<file path="config.mk">
export PLATFORM = sky130hd
export DESIGN_NAME = fault_stat_irq
export DESIGN_NICKNAME = d
export VERILOG_FILES = /design/src/rtl/fault_stat_pkg.sv /design/src/rtl/fault_stat_dp.sv /design/src/rtl/fault_stat_ctrl.sv /design/src/rtl/fault_stat_irq.sv
export SDC_FILE = /design/constraint.sdc
export NUM_CORES = 1
export LEC_CHECK = 0
export BUFFER_PORTS_ARGS = -buffer_cell sky130_fd_sc_hd__buf_2
export CORE_MARGIN = 5
export CORE_UTILIZATION = 59
export CTS_CLUSTER_SIZE = 28
export DETAILED_ROUTE_END_ITERATION = 10
export GPL_ROUTABILITY_DRIVEN = 0
export PLACE_DENSITY = 0.8
export SYNTH_ARGS = -nofsm -noshare
export SYNTH_HDL_FRONTEND = slang
export SYNTH_SLANG_ARGS = --single-unit
</file>
<file path="constraint.sdc">
create_clock -name clk -period 3.2 [get_ports clk]
set_input_delay 0 -clock clk [delete_from_list [all_inputs] [get_ports clk]]
set_output_delay 0 -clock clk [all_outputs]
set_load 0.005 [all_outputs]
</file>
<file path="src/rtl/fault_stat_pkg.sv">
package fault_stat_pkg;
  localparam int NUM_REGS  = 3;
  localparam int LVL_W     = 3;
  localparam int NUM_LINES = (1 << LVL_W) - 1;
  localparam int SEL_W     = 2;

  localparam logic [SEL_W-1:0] SEL_SIG = 2'd0;
  localparam logic [SEL_W-1:0] SEL_REF = 2'd1;
  localparam logic [SEL_W-1:0] SEL_ACC = 2'd2;

  typedef enum logic [1:0] {
    REG_FREE    = 2'd0,
    REG_LATCHED = 2'd1,
    REG_HOLD    = 2'd2
  } regState_e;

  typedef struct packed {
    logic [NUM_REGS-1:0] loadLive;
    logic [NUM_REGS-1:0] loadShadow;
    logic [NUM_REGS-1:0] trackShadow;
  } dpStrobe_t;
endpackage

</file>
<file path="src/rtl/fault_stat_dp.sv">
module fault_stat_dp
  import fault_stat_pkg::*;
#(
  parameter int NUM_CH = 4
) (
  input  logic                clk,
  input  logic                rstN,
  input  logic [NUM_CH-1:0]   sigOk,
  input  logic [NUM_CH-1:0]   refOk,
  input  logic [NUM_CH-1:0]   accOk,
  input  logic [NUM_CH-1:0]   activeMask,
  input  dpStrobe_t           strobe,
  output logic [NUM_CH-1:0]   sigStatus,
  output logic [NUM_CH-1:0]   refStatus,
  output logic [NUM_CH-1:0]   accStatus,
  output logic [NUM_REGS-1:0] liveFault,
  output logic [NUM_REGS-1:0] shadowFault
);
  logic [NUM_REGS-1:0][NUM_CH-1:0] rawOk;
  logic [NUM_REGS-1:0][NUM_CH-1:0] effOk;
  logic [NUM_REGS-1:0][NUM_CH-1:0] statVis;

  assign rawOk[0] = sigOk;
  assign rawOk[1] = refOk;
  assign rawOk[2] = accOk;

  generate
    for (genvar g = 0; g < NUM_REGS; g++) begin : g_reg
      logic [NUM_CH-1:0] statQ;
      logic [NUM_CH-1:0] shadowQ;

      // inactive channels are forced healthy before anything sees them
      assign effOk[g]       = rawOk[g] | ~activeMask;
      assign liveFault[g]   = |(statQ & ~effOk[g]);
      assign shadowFault[g] = |(statQ & ~shadowQ);
      assign statVis[g]     = statQ;

      always_ff @(posedge clk or negedge rstN) begin
        if (!rstN) begin
          statQ   <= '1;
          shadowQ <= '1;
        end else begin
          if (strobe.loadShadow[g]) begin
            statQ <= shadowQ;
          end else if (strobe.loadLive[g]) begin
            statQ <= effOk[g];
          end
          if (strobe.trackShadow[g]) begin
            shadowQ <= effOk[g];
          end
        end
      end
    end
  endgenerate

  assign sigStatus = statVis[0];
  assign refStatus = statVis[1];
  assign accStatus = statVis[2];
endmodule

</file>
<file path="src/rtl/fault_stat_ctrl.sv">
module fault_stat_ctrl
  import fault_stat_pkg::*;
#(
  parameter int HOLD_CYCLES = 12_500_000,
  parameter int VEC_W       = 8
) (
  input  logic                 clk,
  input  logic                 rstN,
  input  logic                 rdStrobe,
  input  logic [SEL_W-1:0]     rdSel,
  input  logic [NUM_REGS-1:0]  liveFault,
  input  logic [NUM_REGS-1:0]  shadowFault,
  input  logic [LVL_W-1:0]     intLevel,
  input  logic [VEC_W-1:0]     intVector,
  input  logic                 iackIn,
  input  logic [LVL_W-1:0]     iackLevel,
  output dpStrobe_t            strobe,
  output logic [NUM_LINES-1:0] irqLines,
  output logic [VEC_W-1:0]     vecOut,
  output logic                 vecValid
);
  localparam int CNT_W = (HOLD_CYCLES > 1) ? $clog2(HOLD_CYCLES) : 1;
  localparam logic [CNT_W-1:0] CNT_LOAD = CNT_W'(HOLD_CYCLES - 1);

  logic [NUM_REGS-1:0] loadLive;
  logic [NUM_REGS-1:0] loadShadow;
  logic [NUM_REGS-1:0] trackShadow;
  logic [NUM_REGS-1:0] errEvt;

  generate
    for (genvar g = 0; g < NUM_REGS; g++) begin : g_seq
      regState_e        state;
      logic [CNT_W-1:0] holdCnt;
      logic             readHit;
      logic             expire;

      assign readHit        = rdStrobe && (rdSel == SEL_W'(g));
      assign expire         = (state == REG_HOLD) && (holdCnt == '0);
      assign loadLive[g]    = (state == REG_FREE);
      assign trackShadow[g] = (state != REG_FREE);
      assign loadShadow[g]  = expire;
      assign errEvt[g]      = ((state == REG_FREE) && liveFault[g])
                            || (expire && shadowFault[g]);

      always_ff @(posedge clk or negedge rstN) begin
        if (!rstN) begin
          state   <= REG_FREE;
          holdCnt <= '0;
        end else begin
          unique case (state)
            REG_FREE: begin
              if (liveFault[g]) state <= REG_LATCHED;
            end
            REG_LATCHED: begin
              if (readHit) begin
                state   <= REG_HOLD;
                holdCnt <= CNT_LOAD;
              end
            end
            REG_HOLD: begin
              if (holdCnt == '0) begin
                state <= shadowFault[g] ? REG_LATCHED : REG_FREE;
              end else begin
                holdCnt <= holdCnt - 1'b1;
              end
            end
            default: state <= REG_FREE;
          endcase
        end
      end
    end
  endgenerate

  assign strobe = {loadLive, loadShadow, trackShadow};

  // interrupt request / acknowledge
  logic             pending;
  logic [LVL_W-1:0] reqLevel;
  logic             raise;
  logic             ackHit;

  assign raise  = (|errEvt) && (intLevel != '0);
  assign ackHit = pending && iackIn && (iackLevel == reqLevel);

  always_ff @(posedge clk or negedge rstN) begin
    if (!rstN) begin
      pending  <= 1'b0;
      reqLevel <= '0;
      vecValid <= 1'b0;
      vecOut   <= '0;
    end else begin
      pending <= (pending && !ackHit) || raise;
      if (raise && (!pending || ackHit)) begin
        reqLevel <= intLevel;
      end
      vecValid <= ackHit;
      vecOut   <= ackHit ? intVector : '0;
    end
  end

  generate
    for (genvar l = 1; l <= NUM_LINES; l++) begin : g_line
      assign irqLines[l-1] = pending && (reqLevel == LVL_W'(l));
    end
  endgenerate
endmodule

</file>
<file path="src/rtl/fault_stat_irq.sv">
module fault_stat_irq
  import fault_stat_pkg::*;
#(
  parameter int NUM_CH      = 4,
  parameter int HOLD_CYCLES = 12_500_000,
  parameter int VEC_W       = 8
) (
  input  logic                 clk,
  input  logic                 rstN,
  input  logic [NUM_CH-1:0]    sigOk,
  input  logic [NUM_CH-1:0]    refOk,
  input  logic [NUM_CH-1:0]    accOk,
  input  logic [NUM_CH-1:0]    activeMask,
  input  logic [LVL_W-1:0]     intLevel,
  input  logic [VEC_W-1:0]     intVector,
  input  logic                 rdStrobe,
  input  logic [SEL_W-1:0]     rdSel,
  input  logic                 iackIn,
  input  logic [LVL_W-1:0]     iackLevel,
  output logic [NUM_CH-1:0]    sigStatus,
  output logic [NUM_CH-1:0]    refStatus,
  output logic [NUM_CH-1:0]    accStatus,
  output logic [NUM_LINES-1:0] irqLines,
  output logic [VEC_W-1:0]     vecOut,
  output logic                 vecValid
);
  dpStrobe_t           strobe;
  logic [NUM_REGS-1:0] liveFault;
  logic [NUM_REGS-1:0] shadowFault;

  fault_stat_dp #(.NUM_CH(NUM_CH)) u_dp (
    .clk        (clk),
    .rstN       (rstN),
    .sigOk      (sigOk),
    .refOk      (refOk),
    .accOk      (accOk),
    .activeMask (activeMask),
    .strobe     (strobe),
    .sigStatus  (sigStatus),
    .refStatus  (refStatus),
    .accStatus  (accStatus),
    .liveFault  (liveFault),
    .shadowFault(shadowFault)
  );

  fault_stat_ctrl #(.HOLD_CYCLES(HOLD_CYCLES), .VEC_W(VEC_W)) u_ctrl (
    .clk        (clk),
    .rstN       (rstN),
    .rdStrobe   (rdStrobe),
    .rdSel      (rdSel),
    .liveFault  (liveFault),
    .shadowFault(shadowFault),
    .intLevel   (intLevel),
    .intVector  (intVector),
    .iackIn     (iackIn),
    .iackLevel  (iackLevel),
    .strobe     (strobe),
    .irqLines   (irqLines),
    .vecOut     (vecOut),
    .vecValid   (vecValid)
  );
endmodule

</file>
==> flow_summary.html, run 1 <==
<table>
<tr><th>Metric</th><th>Value</th></tr>
<tr><th colspan="2">CTS</th></tr>
<tr><td>Longest Clk Path Bufs</td><td>2</td></tr>
<tr><td>CTS tree</td><td>built</td></tr>
<tr><td>Clock transition at path regs</td><td>~0.06 ns</td></tr>
<tr><td>Insertion delay to the later sink of the worst-skew pair</td><td>approximately 0.53 ns</td></tr>
<tr><td>Sink Count</td><td>roughly 120</td></tr>
<tr><td>Num CTS Buffers</td><td>17</td></tr>
<tr><td>Number of levels the H-tree was split into</td><td>4</td></tr>
<tr><td>Clock root buffer</td><td>clkbuf_8</td></tr>
<tr><th colspan="2">Route</th></tr>
<tr><td>First-iteration detailed-routing DRC count</td><td>~480</td></tr>
<tr><td>Uppermost signal routing layer after detailed routing</td><td>met4</td></tr>
<tr><td>Antenna Nets Post-Route</td><td>0</td></tr>
<tr><td>Routed met3 length</td><td>roughly 850 um</td></tr>
<tr><td>DRC</td><td>0</td></tr>
<tr><td>Detailed-route vias per instance</td><td>slightly below 6</td></tr>
<tr><td>Routed wirelength normalized by instance count</td><td>17.2 um</td></tr>
<tr><td>Met1 layer wirelength in the final routing</td><td>around 6.6 mm</td></tr>
<tr><td>Number of detailed-routing iterations run before antenna repair</td><td>5</td></tr>
<tr><td>WL final</td><td>16.1 mm</td></tr>
<tr><td>Detail Route met2 WL</td><td>between 8 and 9 mm</td></tr>
<tr><td>Vias post-DR</td><td>5,549</td></tr>
<tr><th colspan="2">GRT</th></tr>
<tr><td>Residual overflow from global routing</td><td>0</td></tr>
<tr><td>Wire length of the first global-routing pass</td><td>between 20 and 30 mm</td></tr>
<tr><td>Maximum number of pins on one net before global-route repair</td><td>60</td></tr>
<tr><td>Initial antenna violation count</td><td>0</td></tr>
<tr><td>Tot GR Track Use</td><td>0.259</td></tr>
<tr><td>Vias in the first global route</td><td>approximately 5,500</td></tr>
<tr><th colspan="2">Outcome</th></tr>
<tr><td>Outcome</td><td>complete, no violations</td></tr>
<tr><th colspan="2">Power and ir drop</th></tr>
<tr><td>Leakage</td><td>roughly 3.2 nW</td></tr>
<tr><td>Highest ir drop seen on vdd</td><td>between 0.4 and 0.5 mV</td></tr>
<tr><td>Pwr per Cell Area</td><td>~720 nW/um2</td></tr>
<tr><th colspan="2">STA</th></tr>
<tr><td>Final Skew</td><td>approximately 0.011 ns</td></tr>
<tr><td>Final critical-path share of the clock period</td><td>0.977</td></tr>
<tr><td>Final number of hold-violating endpoints</td><td>0</td></tr>
<tr><td>Final Slew Violations</td><td>0</td></tr>
<tr><td>Relative slew slack</td><td>0.458</td></tr>
<tr><td>Fin crit period</td><td>roughly 3.1 ns</td></tr>
<tr><td>Highest clock frequency the design can meet</td><td>about 0.32 GHz</td></tr>
<tr><td>Total negative setup slack</td><td>0 ns</td></tr>
<tr><td>Slew of the pin with the lowest slew margin</td><td>roughly 0.8 ns</td></tr>
<tr><td>Unrepaired setup endpoints after global routing</td><td>no</td></tr>
<tr><td>Number of setup violations in the final report</td><td>0</td></tr>
<tr><th colspan="2">Worst setup path</th></tr>
<tr><td>Data arrival at the endpoint of the critical path</td><td>around 3.6 ns</td></tr>
<tr><td>Register-to-Register Setup Slack</td><td>between 0.07 and 0.08 ns</td></tr>
<tr><td>Top cell by count, worst path</td><td>or4_4</td></tr>
<tr><td>Critical R2R Capture</td><td>u_ctrl.pending$_DFF_PN0_</td></tr>
<tr><td>Cell with the largest stage delay on the worst path</td><td>or4_4</td></tr>
<tr><td>Required arrival time at the worst endpoint</td><td>around 3.7 ns</td></tr>
<tr><td>FF-to-FF path depth</td><td>7</td></tr>
<tr><td>Critical path, cell by cell</td><td>or4_4 &gt; or4_4 &gt; or4_4 &gt; o211ai_4 &gt; o32ai_1 &gt; dlygate4sd3_1 &gt; nand2_1</td></tr>
<tr><td>Startpoint class of the critical path</td><td>flip-flop</td></tr>
<tr><td>Largest fanout on the critical path</td><td>8</td></tr>
<tr><td>Critical path type</td><td>reg -&gt; reg</td></tr>
<tr><td>Worst path max stage delay</td><td>a little over 0.6 ns</td></tr>
<tr><td>FF-to-FF Start</td><td>u_ctrl.g_seq[2].holdCnt[10]$_DFFE_PN0P_</td></tr>
<tr><td>Nature of the critical path endpoint</td><td>flip-flop</td></tr>
<tr><th colspan="2">Logic synthesis</th></tr>
<tr><td>Number of enable flip-flop cells after synthesis</td><td>0</td></tr>
<tr><td>Warning count from the yosys run</td><td>0</td></tr>
<tr><td>Synthesized netlist net count</td><td>around 700</td></tr>
<tr><td>Count of mapped cells out of synthesis</td><td>roughly 660</td></tr>
<tr><td>Mean instance size in the synthesized netlist</td><td>~9.4 um2</td></tr>
<tr><td>Total of flip-flops plus latches after synthesis</td><td>~120</td></tr>
<tr><td>Predominant post-synthesis flop cell</td><td>dfrtp_1</td></tr>
<tr><td>Sequential-to-total area share from yosys stat</td><td>0.466</td></tr>
<tr><td>Synth top area cells</td><td>dfrtp_1 (36%), dfstp_2 (10%), xnor2_1 (5.1%)</td></tr>
<tr><td>Cell type contributing the most total cell area after synthesis</td><td>dfrtp_1</td></tr>
<tr><td>Top-area cell type share of the netlist area</td><td>0.365</td></tr>
<tr><td>Share of flip-flops with an asynchronous set or reset</td><td>1.00</td></tr>
<tr><td>Library cells used by synthesis</td><td>66</td></tr>
<tr><td>Syn Std Cell Area</td><td>approximately 6200 um2</td></tr>
<tr><th colspan="2">Final layout</th></tr>
<tr><td>Area of all placed cells without fillers</td><td>7840 um2</td></tr>
<tr><td>Utilization of the core after routing</td><td>0.760</td></tr>
<tr><td>Number of inserted diodes</td><td>0</td></tr>
<tr><td>Multi-input gate area</td><td>3150 um2</td></tr>
<tr><td>Fraction of final layout cells sized beyond drive strength 1</td><td>0.194</td></tr>
<tr><td>Final #Nets</td><td>between 800 and 900</td></tr>
<tr><td>Register area</td><td>slightly below 3000 um2</td></tr>
<tr><td>Number of fill cells</td><td>650</td></tr>
<tr><td>Area growth syn-to-layout</td><td>25.7%</td></tr>
<tr><th colspan="2">Die</th></tr>
<tr><td>Horizontal die dimension</td><td>~110 um</td></tr>
<tr><td>Top-level port count</td><td>64</td></tr>
<tr><td>Core region area</td><td>~10,000 um2</td></tr>
<tr><td>Number of standard-cell rows in the floorplan</td><td>37</td></tr>
<tr><td>Initial cell density of the core</td><td>0.605</td></tr>
<tr><td>Vertical die dimension</td><td>approximately 110 um</td></tr>
<tr><td>Die area</td><td>approximately 13,000 um2</td></tr>
<tr><th colspan="2">Hold path</th></tr>
<tr><td>Cell depth of the worst hold path</td><td>5</td></tr>
<tr><td>Destination of the worst hold path</td><td>u_ctrl.g_seq[1].state[0]$_DFFE_PN0P_</td></tr>
<tr><td>Worst min-delay path class</td><td>in -&gt; reg</td></tr>
<tr><td>Beginning of the worst hold path</td><td>rdStrobe</td></tr>
<tr><th colspan="2">Placed design</th></tr>
<tr><td>HPWL after DPL</td><td>just under 10 mm</td></tr>
<tr><td>Placed Instance Area</td><td>about 6700 um2</td></tr>
<tr><td>Port-buffer cells</td><td>between 60 and 70</td></tr>
<tr><th colspan="2">Flow run</th></tr>
<tr><td>Number of max-cap violations</td><td>0</td></tr>
</table>
==> registers in the layout, summed over array words and instances, names as in the netlist <==
signal,count
u_ctrl.g_seq.state,6
u_dp.g.shadowQ,12
u_ctrl.reqLevel,3
u_dp.accStatus,4
u_ctrl.g_seq.holdCnt,72
u_ctrl.pending,1
u_ctrl.vecValid,1
u_dp.refStatus,4
u_dp.sigStatus,4
u_ctrl.vecOut,8
==> worst max-delay path by stage <==
stage                                             from                             end  slack (ns)  cells after the start
4_1_cts        u_ctrl.g_seq[2].holdCnt[10]$_DFFE_PN0P_        u_ctrl.pending$_DFF_PN0_        0.04                      7
2_1_floorplan  u_ctrl.g_seq[2].holdCnt[10]$_DFFE_PN0P_  u_ctrl.reqLevel[0]$_DFFE_PN0P_        0.66                      7
3_5_place_dp   u_ctrl.g_seq[2].holdCnt[10]$_DFFE_PN0P_  u_ctrl.reqLevel[2]$_DFFE_PN0P_        0.55                      6
5_1_grt        u_ctrl.g_seq[2].holdCnt[10]$_DFFE_PN0P_        u_ctrl.pending$_DFF_PN0_       0.008                      7
3_3_place_gp   u_ctrl.g_seq[2].holdCnt[10]$_DFFE_PN0P_  u_ctrl.reqLevel[2]$_DFFE_PN0P_        0.62                      6
6_report       u_ctrl.g_seq[2].holdCnt[10]$_DFFE_PN0P_        u_ctrl.pending$_DFF_PN0_        0.07                      7
==> power breakdown <==
group          leakage, nW  internal (mW)  switching, mW
Combinational         1.63          0.670           1.04
Sequential            1.25           1.79          0.267
Clock                0.283           1.23          0.673
Total                 3.17           3.68           1.98
==> metal layers <==
layer  GRT usage  vias to the layer above
met5           0                        -
met3      0.0556                       36
met1       0.310                     2708
met4       0.103                        0
met2       0.454                      188
li1            -                     2617
==> critical path, delay by kind of cell (launching register included) <==
kind / cells / cell delay, ns
AO/OA/AOI/OAI: 2 / 0.38
buffers and inverters: 1 / 0.57
flip-flops: 1 / 0.41
AND/OR/NAND/NOR: 4 / 1.70
==> per-stage QoR <==
stage          power [mW]  setup WS [ns]  hold WS (ns)  cells
2_1_floorplan        3.04          0.664        -0.296    662
3_3_place_gp         3.47          0.623        0.0991    853
3_5_place_dp         3.57          0.552         0.112    853
4_1_cts              5.57         0.0377        0.0149    931
5_1_grt              5.95        0.00804         0.108    936
6_report             5.66         0.0745        0.0636    936
==> cell families (layout without fill, tap and decap cells) <==
| kind of cell | after synthesis | count (layout) | synth area share |
|---|---|---|---|
| and+or+nand+nor | 315 | 315 | 0.279 |
| buffers and inverters | 48 | 186 | 0.0301 |
| muxes | 2 | 2 | 0.00361 |
| AOI/OAI and AO/OA | 117 | 117 | 0.122 |
| DFF | 115 | 115 | 0.466 |
| adders and majority gates | 14 | 14 | 0.0281 |
| xor gates and xnor gates | 51 | 51 | 0.0716 |
==> layout make-up <==
class	instances	share of cell area
multi-input cells	499	0.401
clock inverters	12	0.0199
flip-flops and latches	115	0.371
inverters	30	0.0144
clock buffers	20	0.0568
well taps	136	0.0217
repair buffers	124	0.115
==> cell usage in the layout (no fill, tap or decap), types with 5 or more instances in the layout <==
cell type,n
nand2_1,71
nand3_1,15
dlygate4sd3_1,46
inv_1,30
buf_4,15
a21oi_1,30
buf_2,62
nor2b_1,13
nand3b_1,25
xor2_1,15
nor4b_1,6
or4_1,5
and2_1,9
nor3_1,28
clkbuf_16,16
or3_1,12
nor4_1,18
nor2_1,57
o21ai_0,43
nand2b_1,7
dfrtp_1,91
nand4_1,11
nor3b_1,12
dfstp_2,24
ha_1,14
xnor2_1,36
a22oi_1,7
==> what timing repair did <==
item	CTS	global route
hold buffers	46	0
resized for setup	0	1
endpoints found under the hold margin	96	0
buffers inserted	0	5
setup endpoints to repair	0	1
==> cell usage after synthesis (all sizes together) (3+ instances only) <==
library cell   n
clkbuf        16
a221o          4
o41ai          3
o31ai          3
o211ai         5
and2           9
nor3          29
nor3b         12
dfstp         24
or3           14
nand2b         7
nand4b         4
ha            14
o21ai         44
xor2          15
and3           3
a21oi         30
nand2         71
a22oi          7
nor2          57
nor4b          8
dfrtp         91
a211oi         3
nor2b         13
nand3         15
nor4          18
nand3b        25
xnor2         36
nand4         11
or2            3
or4            9
inv           30
Note: power is estimated with default switching activity, not from simulation.
==> run 2, diff against run 1 <==
--- a/config.mk
+++ b/config.mk
@@ -7,11 +7,11 @@
 export LEC_CHECK = 0
 export BUFFER_PORTS_ARGS = -buffer_cell sky130_fd_sc_hd__buf_2
 export CORE_MARGIN = 5
-export CORE_UTILIZATION = 59
+export CORE_UTILIZATION = 55
 export CTS_CLUSTER_SIZE = 28
 export DETAILED_ROUTE_END_ITERATION = 10
 export GPL_ROUTABILITY_DRIVEN = 0
-export PLACE_DENSITY = 0.8
+export PLACE_DENSITY = 0.75
 export SYNTH_ARGS = -nofsm -noshare
 export SYNTH_HDL_FRONTEND = slang
 export SYNTH_SLANG_ARGS = --single-unit
==> run 2 against run 1 <==
Compared with the run above:
- cell count is 0.64% lower
- wire length is 7.5% lower
- global-route usage is 3.2 points lower
- count of clock-buffer cells in the layout is 2 higher
- sequential power hardly changed
- cell area is 1.6% lower
- register-to-register slack better by 0.03 ns
- largest cell class unchanged
- highest routed layer unchanged
==> flow_summary.html, run 2 (same netlist as run 1, synthesis figures left out) <==
<table>
<tr><th>Metric</th><th>Value</th></tr>
<tr><th colspan="2">Worst setup path</th></tr>
<tr><td>Data arrival at the endpoint of the critical path</td><td>3.44 ns</td></tr>
<tr><td>Largest fanout on the critical path</td><td>6</td></tr>
<tr><td>Critical path, cell by cell</td><td>or4_2 &gt; or3_4 &gt; or4_4 &gt; o211ai_4 &gt; o32ai_1 &gt; dlygate4sd3_1 &gt; nand2_1</td></tr>
<tr><td>Worst path max stage delay</td><td>0.75 ns</td></tr>
<tr><td>Nature of the critical path endpoint</td><td>flip-flop</td></tr>
<tr><td>Startpoint class of the critical path</td><td>flip-flop</td></tr>
<tr><td>Cell with the largest stage delay on the worst path</td><td>or4_2</td></tr>
<tr><td>Required arrival time at the worst endpoint</td><td>~3.6 ns</td></tr>
<tr><td>Critical path type</td><td>reg -&gt; reg</td></tr>
<tr><th colspan="2">Flow run</th></tr>
<tr><td>Number of max-cap violations</td><td>0</td></tr>
<tr><th colspan="2">Route</th></tr>
<tr><td>Routed met3 length</td><td>around 820 um</td></tr>
<tr><td>Met1 layer wirelength in the final routing</td><td>between 6 and 7 mm</td></tr>
<tr><td>DRC</td><td>0</td></tr>
<tr><td>Detail Route met2 WL</td><td>7.51 mm</td></tr>
<tr><td>Detailed-route vias per instance</td><td>around 5.8</td></tr>
<tr><td>Vias post-DR</td><td>5,398</td></tr>
<tr><td>Uppermost signal routing layer after detailed routing</td><td>met4</td></tr>
<tr><td>WL final</td><td>14.9 mm</td></tr>
<tr><td>Number of detailed-routing iterations run before antenna repair</td><td>5</td></tr>
<tr><td>First-iteration detailed-routing DRC count</td><td>approximately 360</td></tr>
<tr><td>Routed wirelength normalized by instance count</td><td>approximately 16 um</td></tr>
<tr><td>Antenna Nets Post-Route</td><td>0</td></tr>
<tr><th colspan="2">GRT</th></tr>
<tr><td>Initial antenna violation count</td><td>0</td></tr>
<tr><td>Residual overflow from global routing</td><td>0</td></tr>
<tr><td>Vias in the first global route</td><td>5,264</td></tr>
<tr><td>Wire length of the first global-routing pass</td><td>roughly 24 mm</td></tr>
<tr><td>Tot GR Track Use</td><td>0.226</td></tr>
<tr><td>Maximum number of pins on one net before global-route repair</td><td>about 70</td></tr>
<tr><th colspan="2">Final layout</th></tr>
<tr><td>Most common library cell in the layout ignoring fill and taps</td><td>dfrtp_1</td></tr>
<tr><td>Largest registers</td><td>u_ctrl.g_seq.holdCnt: 72 flops, u_dp.g.shadowQ: 12 flops, u_ctrl.vecOut: 8 flops</td></tr>
<tr><td>Largest register FFs</td><td>72</td></tr>
<tr><td>Area of all placed cells without fillers</td><td>between 7000 and 8000 um2</td></tr>
<tr><td>Fraction of final layout cells sized beyond drive strength 1</td><td>0.197</td></tr>
<tr><td>Number of fill cells</td><td>823</td></tr>
<tr><td>Multi-input gate area</td><td>approximately 3200 um2</td></tr>
<tr><td>Final #Nets</td><td>824</td></tr>
<tr><td>Register area</td><td>between 2000 and 3000 um2</td></tr>
<tr><td>Most flops, register</td><td>u_ctrl.g_seq.holdCnt</td></tr>
<tr><td>Count of non-filler cells in the finished layout</td><td>930</td></tr>
<tr><td>Area growth syn-to-layout</td><td>23.7%</td></tr>
<tr><td>Number of inserted diodes</td><td>0</td></tr>
<tr><td>Utilization of the core after routing</td><td>0.685</td></tr>
<tr><td>Most frequent cells in the layout</td><td>dfrtp_1 (91), nand2_1 (71), buf_2 (62)</td></tr>
<tr><th colspan="2">STA</th></tr>
<tr><td>Fin crit period</td><td>between 3 and 4 ns</td></tr>
<tr><td>Relative slew slack</td><td>0.431</td></tr>
<tr><td>Minimum setup slack in the final design</td><td>between 0.1 and 0.15 ns</td></tr>
<tr><td>Highest clock frequency the design can meet</td><td>between 0.3 and 0.4 GHz</td></tr>
<tr><td>Final critical-path share of the clock period</td><td>0.966</td></tr>
<tr><td>Worst hold slack</td><td>between 0.08 and 0.09 ns</td></tr>
<tr><td>Final number of hold-violating endpoints</td><td>0</td></tr>
<tr><td>Total negative setup slack</td><td>0 ns</td></tr>
<tr><td>Final Slew Violations</td><td>0</td></tr>
<tr><td>Unrepaired setup endpoints after global routing</td><td>no</td></tr>
<tr><td>Final Skew</td><td>roughly 0.0066 ns</td></tr>
<tr><td>Number of setup violations in the final report</td><td>0</td></tr>
<tr><td>Slew of the pin with the lowest slew margin</td><td>roughly 0.85 ns</td></tr>
<tr><th colspan="2">Power and ir drop</th></tr>
<tr><td>Leakage</td><td>3.09 nW</td></tr>
<tr><td>Total Power Consumption</td><td>~5.6 mW</td></tr>
<tr><td>Power share of the sequential group</td><td>0.364</td></tr>
<tr><td>Net switching component of the power</td><td>between 1.5 and 2 mW</td></tr>
<tr><td>Switching Share</td><td>0.338</td></tr>
<tr><td>Portion of total power attributed to combinational logic</td><td>0.294</td></tr>
<tr><td>Highest ir drop seen on vdd</td><td>0.492 mV</td></tr>
<tr><td>Fraction of power consumed by the clock network</td><td>0.342</td></tr>
<tr><td>Pwr per Cell Area</td><td>between 700 and 800 nW/um2</td></tr>
<tr><td>Cell-internal power</td><td>about 3.7 mW</td></tr>
<tr><th colspan="2">CTS</th></tr>
<tr><td>Num CTS Buffers</td><td>17</td></tr>
<tr><td>Number of levels the H-tree was split into</td><td>4</td></tr>
<tr><td>CTS tree</td><td>built</td></tr>
<tr><td>Longest Clk Path Bufs</td><td>2</td></tr>
<tr><td>Clock root buffer</td><td>clkbuf_16</td></tr>
<tr><td>Sink Count</td><td>~120</td></tr>
<tr><td>Insertion delay to the later sink of the worst-skew pair</td><td>between 0.4 and 0.5 ns</td></tr>
<tr><td>Clock transition at path regs</td><td>approximately 0.05 ns</td></tr>
<tr><th colspan="2">Die</th></tr>
<tr><td>Vertical die dimension</td><td>between 100 and 150 um</td></tr>
<tr><td>Die area</td><td>~14,000 um2</td></tr>
<tr><td>Number of standard-cell rows in the floorplan</td><td>39</td></tr>
<tr><td>Initial cell density of the core</td><td>0.554</td></tr>
<tr><td>Core region area</td><td>about 11,000 um2</td></tr>
<tr><td>Top-level port count</td><td>64</td></tr>
<tr><td>Horizontal die dimension</td><td>between 100 and 150 um</td></tr>
<tr><th colspan="2">Placed design</th></tr>
<tr><td>Port-buffer cells</td><td>between 60 and 70</td></tr>
<tr><td>Placement-stage worst setup slack</td><td>between 0.5 and 0.6 ns</td></tr>
<tr><td>Placed Instance Area</td><td>6750 um2</td></tr>
<tr><td>HPWL after DPL</td><td>roughly 9.7 mm</td></tr>
<tr><td>Number of placed instances with taps included</td><td>860</td></tr>
<tr><th colspan="2">Hold path</th></tr>
<tr><td>Worst min-delay path class</td><td>in -&gt; reg</td></tr>
<tr><th colspan="2">Outcome</th></tr>
<tr><td>Outcome</td><td>complete, no violations</td></tr>
</table>
run 2: power groups by stage:
| stage | logic (mW) | clock network, mW | registers, mW |
|---|---|---|---|
| 6_report | 1.65 | 1.92 | 2.04 |
| 5_1_grt | 1.84 | 2.02 | 2.07 |
| 4_1_cts | 1.58 | 1.94 | 2.03 |
| 3_5_place_dp | 1.51 | 0 | 2.05 |
| 3_3_place_gp | 1.47 | 0 | 2.03 |
| 2_1_floorplan | 1.05 | 0 | 1.99 |
run 2: final cells by class:
class,count,share of cell area
Multi-Input combinational cell,499,0.408
Sequential cell,115,0.377
Timing Repair Buffer,111,0.0999
Clock buffer,22,0.0601
Tap cell,143,0.0232
Clock inverter,10,0.0170
Inverter,30,0.0146
run 2: what timing repair did:
action                     4_1_cts  5_1_grt
resized for setup                0        1
setup endpoints to repair        0        2
hold endpoints to repair        88        0
buffers inserted                 0        6
hold buffers                    32        0
run 2: final timing paths:
check | start | to | slack, ns | cells after the start
max | u_ctrl.g_seq[2].holdCnt[4]$_DFFE_PN0P_ | u_ctrl.pending$_DFF_PN0_ | 0.11 | 7
min | iackLevel[1] | u_ctrl.vecValid$_DFF_PN0_ | 0.09 | 4
max reg2reg | u_ctrl.g_seq[2].holdCnt[4]$_DFFE_PN0P_ | u_ctrl.pending$_DFF_PN0_ | 0.11 | 7
min reg2reg | u_dp.g_reg[0].shadowQ[3]$_DFFE_PN1N_ | u_dp.g_reg[0].shadowQ[3]$_DFFE_PN1N_ | 0.47 | 2
max in group asynchronous | rstN | u_dp.g_reg[1].shadowQ[0]$_DFFE_PN1N_ | 2.13 | 3
min in group asynchronous | rstN | u_ctrl.vecOut[1]$_DFF_PN0_ | 0.24 | 2
run 2: metal layers:
layer	up-vias	GRT usage
li1	2587	-
met1	2619	0.269
met2	161	0.391
met3	31	0.0523
met4	0	0.102
met5	-	0
run 2: critical path: cells and delay by family, from the launching register on:
| kind | cells | cell delay (ns) |
|---|---|---|
| flip-flops | 1 | 0.39 |
| AO/OA/AOI/OAI | 2 | 0.34 |
| AND/OR/NAND/NOR | 4 | 1.73 |
| buffers and inverters | 1 | 0.56 |
